===== src/rtl/acc_alu_flags.sv =====
`timescale 1ns/1ps
module acc_alu_flags (
  input  logic [4:0]  op_i,
  input  logic [7:0]  acc_i,
  input  logic [7:0]  opnd_i,
  input  logic        cy_i,
  input  logic        ac_i,
  input  logic [15:0] pair_a_i,
  input  logic [15:0] pair_b_i,
  output logic [7:0]  acc_o,
  output logic        acc_we_o,
  output logic [15:0] pair_o,
  output logic        pair_we_o,
  output logic        s_o,
  output logic        z_o,
  output logic        ac_o,
  output logic        p_o,
  output logic        cy_o,
  output logic        s_we_o,
  output logic        z_we_o,
  output logic        ac_we_o,
  output logic        p_we_o,
  output logic        cy_we_o
);
  localparam logic [4:0] OP_ADD = 5'd0,  OP_ADC = 5'd1,  OP_SUB = 5'd2,  OP_SBB = 5'd3;
  localparam logic [4:0] OP_CMP = 5'd4,  OP_AND = 5'd5,  OP_XOR = 5'd6,  OP_OR  = 5'd7;
  localparam logic [4:0] OP_RLC = 5'd8,  OP_RRC = 5'd9,  OP_RAL = 5'd10, OP_RAR = 5'd11;
  localparam logic [4:0] OP_CMA = 5'd12, OP_CMC = 5'd13, OP_STC = 5'd14, OP_DAA = 5'd15;
  localparam logic [4:0] OP_DAD = 5'd16;

  logic       cin, bin;
  logic [8:0] asum, sdif, dstep;
  logic [4:0] alo, slo;
  logic       lo_fix, hi_fix;
  logic [7:0] dres, res, fsrc;
  logic [16:0] psum;
  logic       szp_we, ac_n, cy_n;

  assign cin  = (op_i == OP_ADC) & cy_i;
  assign bin  = (op_i == OP_SBB) & cy_i;
  assign asum = {1'b0, acc_i} + {1'b0, opnd_i} + {8'd0, cin};
  assign alo  = {1'b0, acc_i[3:0]} + {1'b0, opnd_i[3:0]} + {4'd0, cin};
  assign sdif = {1'b0, acc_i} - {1'b0, opnd_i} - {8'd0, bin};
  assign slo  = {1'b0, acc_i[3:0]} - {1'b0, opnd_i[3:0]} - {4'd0, bin};

  assign lo_fix = (acc_i[3:0] > 4'd9) | ac_i;
  assign dstep  = {1'b0, acc_i} + (lo_fix ? 9'd6 : 9'd0);
  assign hi_fix = (dstep[7:4] > 4'd9) | cy_i | dstep[8];
  assign dres   = dstep[7:0] + (hi_fix ? 8'h60 : 8'h00);

  assign psum = {1'b0, pair_a_i} + {1'b0, pair_b_i};

  always_comb begin
    res       = acc_i;
    fsrc      = acc_i;
    acc_we_o  = 1'b0;
    pair_we_o = 1'b0;
    szp_we    = 1'b0;
    ac_we_o   = 1'b0;
    cy_we_o   = 1'b0;
    ac_n      = ac_i;
    cy_n      = cy_i;
    case (op_i)
      OP_ADD, OP_ADC: begin
        res = asum[7:0]; fsrc = asum[7:0];
        acc_we_o = 1'b1; szp_we = 1'b1; ac_we_o = 1'b1; cy_we_o = 1'b1;
        ac_n = alo[4]; cy_n = asum[8];
      end
      OP_SUB, OP_SBB, OP_CMP: begin
        fsrc = sdif[7:0];
        if (op_i != OP_CMP) begin
          res = sdif[7:0];
          acc_we_o = 1'b1;
        end
        szp_we = 1'b1; ac_we_o = 1'b1; cy_we_o = 1'b1;
        ac_n = slo[4]; cy_n = sdif[8];
      end
      OP_AND, OP_XOR, OP_OR: begin
        if (op_i == OP_AND)      res = acc_i & opnd_i;
        else if (op_i == OP_XOR) res = acc_i ^ opnd_i;
        else                     res = acc_i | opnd_i;
        fsrc = res;
        acc_we_o = 1'b1; szp_we = 1'b1; ac_we_o = 1'b1; cy_we_o = 1'b1;
        ac_n = (op_i == OP_AND); cy_n = 1'b0;
      end
      OP_RLC: begin res = {acc_i[6:0], acc_i[7]}; cy_n = acc_i[7]; acc_we_o = 1'b1; cy_we_o = 1'b1; end
      OP_RRC: begin res = {acc_i[0], acc_i[7:1]}; cy_n = acc_i[0]; acc_we_o = 1'b1; cy_we_o = 1'b1; end
      OP_RAL: begin res = {acc_i[6:0], cy_i};     cy_n = acc_i[7]; acc_we_o = 1'b1; cy_we_o = 1'b1; end
      OP_RAR: begin res = {cy_i, acc_i[7:1]};     cy_n = acc_i[0]; acc_we_o = 1'b1; cy_we_o = 1'b1; end
      OP_CMA: begin res = ~acc_i; acc_we_o = 1'b1; end
      OP_CMC: begin cy_n = ~cy_i; cy_we_o = 1'b1; end
      OP_STC: begin cy_n = 1'b1;  cy_we_o = 1'b1; end
      OP_DAA: begin
        res = dres; fsrc = dres;
        acc_we_o = 1'b1; szp_we = 1'b1; ac_we_o = 1'b1; cy_we_o = 1'b1;
        ac_n = acc_i[3:0] > 4'd9; cy_n = hi_fix;
      end
      OP_DAD: begin pair_we_o = 1'b1; cy_we_o = 1'b1; cy_n = psum[16]; end
      default: ;
    endcase
  end

  assign acc_o  = res;
  assign pair_o = psum[15:0];
  assign s_o    = fsrc[7];
  assign z_o    = (fsrc == 8'd0);
  assign p_o    = ~^fsrc;
  assign ac_o   = ac_n;
  assign cy_o   = cy_n;
  assign s_we_o = szp_we;
  assign z_we_o = szp_we;
  assign p_we_o = szp_we;
endmodule


===== config.mk =====
export PLATFORM = sky130hd
export DESIGN_NAME = acc_alu_flags
export DESIGN_NICKNAME = d
export VERILOG_FILES = /design/src/rtl/acc_alu_flags.sv
export SDC_FILE = /design/constraint.sdc
export NUM_CORES = 1
export LEC_CHECK = 0
export BUFFER_PORTS_ARGS = -buffer_cell sky130_fd_sc_hd__buf_2
export CAP_MARGIN = 0
export CORE_UTILIZATION = 45
export DETAILED_ROUTE_END_ITERATION = 16
export PLACE_DENSITY = 0.74
export SLEW_MARGIN = 10
export SYNTH_ARGS = -nofsm -noshare
export SYNTH_HDL_FRONTEND = slang
export SYNTH_SLANG_ARGS = --single-unit

===== constraint.sdc =====
create_clock -name vclk -period 20.1
set_clock_uncertainty 0.05 [all_clocks]
set_input_delay 5.025 -clock vclk [all_inputs]
set_output_delay 5.025 -clock vclk [all_outputs]
set_load 0.02 [all_outputs]

After elaboration in Yosys (flattened, before gate mapping)

Index checks and enable logic that the tools add are counted.

Register bits after elaboration: 0
Latch bits: 0
RAM bits: 0
ROM bits: 0
Input port bits: 55
Output and inout bits: 36
Logic and storage cells: 65
Memories: 0

$add $sub $neg: 11
Multiply operators: 0
Div/mod/pow operators: 0
Order comparisons: 2
Equal/unequal tests: 17
Shift operators: 0
Muxes and demuxes: 14
Bitwise operators: 10
Reduce and logical (&&, ||, !) cells: 11

Operator list:

| operator                                             | number |
|---|---|
| case mux 8 bit (9 select lines)                      | 1 |
| equality test 5 x 4 -> 1 bit, second input constant  | 8 |
| case mux 8 bit (4 select lines)                      | 1 |
| 2-to-1 mux 8 bit                                     | 3 |
| equality test 5 x 3 -> 1 bit, second input constant  | 4 |
| adder 16 x 16 -> 17 bit                              | 1 |
| OR reduction 16 bit                                  | 1 |
| OR reduction 11 bit                                  | 1 |
| equality test 5 x 2 -> 1 bit, second input constant  | 2 |
| adder 8 x 3 -> 9 bit                                 | 1 |
| adder 8 x 8 -> 9 bit                                 | 1 |
| adder 9 x 1 -> 9 bit                                 | 1 |
| case mux 1 bit (9 select lines)                      | 1 |
| OR reduction 9 bit                                   | 1 |
| subtractor 8 x 8 -> 9 bit                            | 1 |
| subtractor 9 x 1 -> 9 bit                            | 1 |
| adder 8 x 7 -> 8 bit                                 | 1 |
| bitwise AND 8 bit                                    | 1 |
| greater-than comparator 4 bit, second input constant | 2 |
| zero test 8 bit                                      | 1 |
| NOT 8 bit                                            | 1 |
| bitwise OR 8 bit                                     | 1 |
| XNOR reduction 8 bit                                 | 1 |
| XOR 8 bit                                            | 1 |
| 18 further kinds                                     | 27 |

Longest topological paths before layout

Depth in word-level cells: 11
Mapped depth: 19
Depth with buffers taken out: 18

Worst setup path before layout

Ideal clock, no wire load.

Path type: input-to-output
From: input port acc_i[1]
To: output port p_o
Arrival time: 8.931 ns
Required time: 15.025 ns
Path slack: 6.094 ns
Stages on the path: 19
Buffers on the path: 1
Cell sequence: clkbuf_1 > inv_1 > a21oi_1 > or2_2 > ha_1 > inv_1 > fa_1 > and4b_1 > nand2_1 > a31o_2 > ha_1 > fa_1 > xnor2_1 > xnor2_1 > o221ai_2 > a221oi_1 > ha_1 > xnor2_1 > xnor2_1

Word-level cells in the longest chain between the ends: 11
Elaborated cells between the ends (all ways): 20
Those cells by class: 6 x add/sub; 2 x order compare; 5 x mux; 6 x bitwise; 1 x reduce/logical

Ends and longest elaborated chain:

| item                                | RTL line | text |
|---|---|---|
| start, declared                     | 4        | `input logic [7:0] acc_i,` |
| greater-than comparator 4 bit       | 46       | `assign lo_fix = (acc_i[3:0] > 4'd9) \| ac_i;` |
| bitwise OR 1 bit                    | 46       |  |
| 2-to-1 mux 3 bit                    | 47       | `assign dstep = {1'b0, acc_i} + (lo_fix ? 9'd6 : 9'd0);` |
| adder 8 x 3 -> 9 bit                | 47       |  |
| greater-than comparator 4 bit       | 48       | `assign hi_fix = (dstep[7:4] > 4'd9) \| cy_i \| dstep[8];` |
| bitwise OR 1 bit (2 in series)      | 48       |  |
| 2-to-1 mux 7 bit                    | 49       | `assign dres = dstep[7:0] + (hi_fix ? 8'h60 : 8'h00);` |
| adder 8 x 7 -> 8 bit                | 49       |  |
| case mux 8 bit (4 select lines) (*) | 63       | `case (op_i)` |
| XNOR reduction 8 bit (*)            | 107      | `assign p_o = ~^fsrc;` |
| end, declared                       | 17       | `output logic p_o,` |

Every way passes the cells marked *; elsewhere a longest branch is shown, timed or not.

Final worst setup path

Ends and elaborated chain as after synthesis.

==> results.toml <==
[critical_path]
arrival_ns = 9.31
crit_path_max_fanout = 12
crit_path_top_delay_cell = "fa_1"
crit_buf_inv = 4
crit_chain = "buf_2 > inv_1 > a21oi_1 > or2_2 > ha_1 > inv_1 > fa_1 > and4b_1 > nand2_1 > a31o_2 > ha_1 > fa_1 > xnor2_1 > xnor2_1 > o221ai_2 > a221oi_1 > ha_1 > xnor2_1 > xnor2_1 > buf_2"
worstPathRequired_ns = 15.03
slowest_delay_ns = 0.46
cpMostUsedCell = "xnor2_1"
criticalPathCategory = "primary input to output pin"
critPathTopFamily = "adder cells"
start_kind = "primary input"
crit_path_end_kind = "output pin"

[sta]
rsz0062_at_grt = "false"
min_period_ns = 14.39
setup_viol = 0
relSlewSlack = 0.3049
setup_tns_ns = 0
hold_viol = 0
max_freq_ghz = 0.06951
report.final.slew_viol_count = 0
hold_slack_ns = 10.34
fin_crit_sh = 0.7158
tightestPinTransition_ns = 1.034

[cts]
post_cts_resized = 0
hold_buffers = 0
post-cts-setup-buffers = 0

[power_and_ir_drop]
finalPower_mw = 0.1203
ir_drop_v = 0.00003277
powerDensity_nw_per_um2 = 35.58
p_leak_nw = 1.689

[final_layout]
drive_gt1_frac = 0.2229
num_antenna_cells = 0
nets = 588
fin_cells = 548
mostFrequentLayoutCell = "buf_2"
layout_common_cells = "91 x buf_2, 53 x ha_1, 36 x nand2_1, 35 x inv_1, 28 x nor2_1"
seq_cell_count = 0
stdcell_area_sq_um = 3382
syn2layout_area_growth_pct = 15.36
n_clock_buffer = 0
regArea_sq_um = 0

[placed_design]
place_inst = 548
post-dp-hpwl_um = 7161
gp_congestion = 0.9625
place_area_sq_um = 3382
portBuffers = 91

[synth]
yosysWarnings = 0
syn_area_sq_um = 2932
syn_avg_cell_area_sq_um = 7.347
synthCells = 399
yosysUniqueCellTypes = 64
synth_nets = 514
ys_seq_area_frac = 0

[hold_path]
holdCritPathClass = "primary input to output pin"

[status]
status = "complete, no violations"

[global_routing]
grt_pass1_vias = 2987
grtUsageTotal = 0.2568
antenna_found_initial = 0
grt_max_degree = 29
grt_pass1_wl_um = 13860
overflow = 0

[detailed_routing]
vias = 3390
vias_per_cell = 6.186
drtPass1Iterations = 5
wirelength_um = 9026
postRouteAntennaNets = 0
wl_per_cell_um = 16.47
drc = 0
dr.first_iter.drc_count = 299

[floorplan]
num_io_pins = 91
die_x_um = 82.71
dieHeight_um = 82.71
start_util = 0.4643
rows = 29
die-area_sq_um = 6841
core_sq_um = 6314

[job]
cap_violations = 0
logic make-up after synthesis:
kind of cell | after synthesis | synth area share
buf+inv | 57 | 0.08579
simple gates | 119 | 0.2155
xor+xnor | 37 | 0.1105
compound gates | 123 | 0.2983
mux | 3 | 0.01579
fa+ha+maj | 60 | 0.2740
worst paths after layout:
check,startpoint,end,slack (ns),cells past startpoint
worst max-delay path,acc_i[1],p_o,5.71,20
worst min-delay path,pair_b_i[0],pair_o[0],10.34,3
routing by layer:
layer | track usage | vias to the layer above | part of all wire
li1 | - | 1622 | -
met1 | 0.3351 | 1555 | 0.43
met2 | 0.4385 | 186 | 0.45
met3 | 0.02747 | 27 | 0.091
met4 | 0.07931 | 0 | 0.032
met5 | 0 | - | 0
metrics by stage:
step                setup WS (ns)  utilization
CTS                         5.739       0.5357
global route                5.439       0.5357
detailed placement          5.769       0.5357
global placement            5.853       0.5357
finish                      5.713       0.5357
floorplan                   6.094            -
layout make-up:
cell class	count	area (sq um)
Fill cell	637	2932
Inverter	36	135.1
Multi-Input combinational cell	342	2680
Tap cell	77	96.34
Timing Repair Buffer	93	470.5
cells in the mapped netlist (6+ instances only):
cell type	n	area share
ha_1	53	0.23
nand2_1	36	0.046
inv_1	35	0.045
nor2_1	28	0.036
a21oi_1	25	0.043
xnor2_1	22	0.066
o21ai_0	19	0.032
xor2_1	15	0.045
a221oi_1	11	0.033
and3_1	10	0.021
a21o_1	9	0.023
buf_2	9	0.015
fa_1	7	0.048
nor3_1	7	0.012
o21a_1	7	0.018
clkbuf_1	6	0.0077
nand3_1	6	0.010
nand4_1	6	0.013
report_power, final:
part           internal (mW)  leakage (nW)  switching [mW]
Sequential                 0             0               0
Clock                      0             0               0
Combinational         0.0482          1.69          0.0721
Total                 0.0482          1.69          0.0721
No activity file was read; power rests on OpenSTA's default activity.
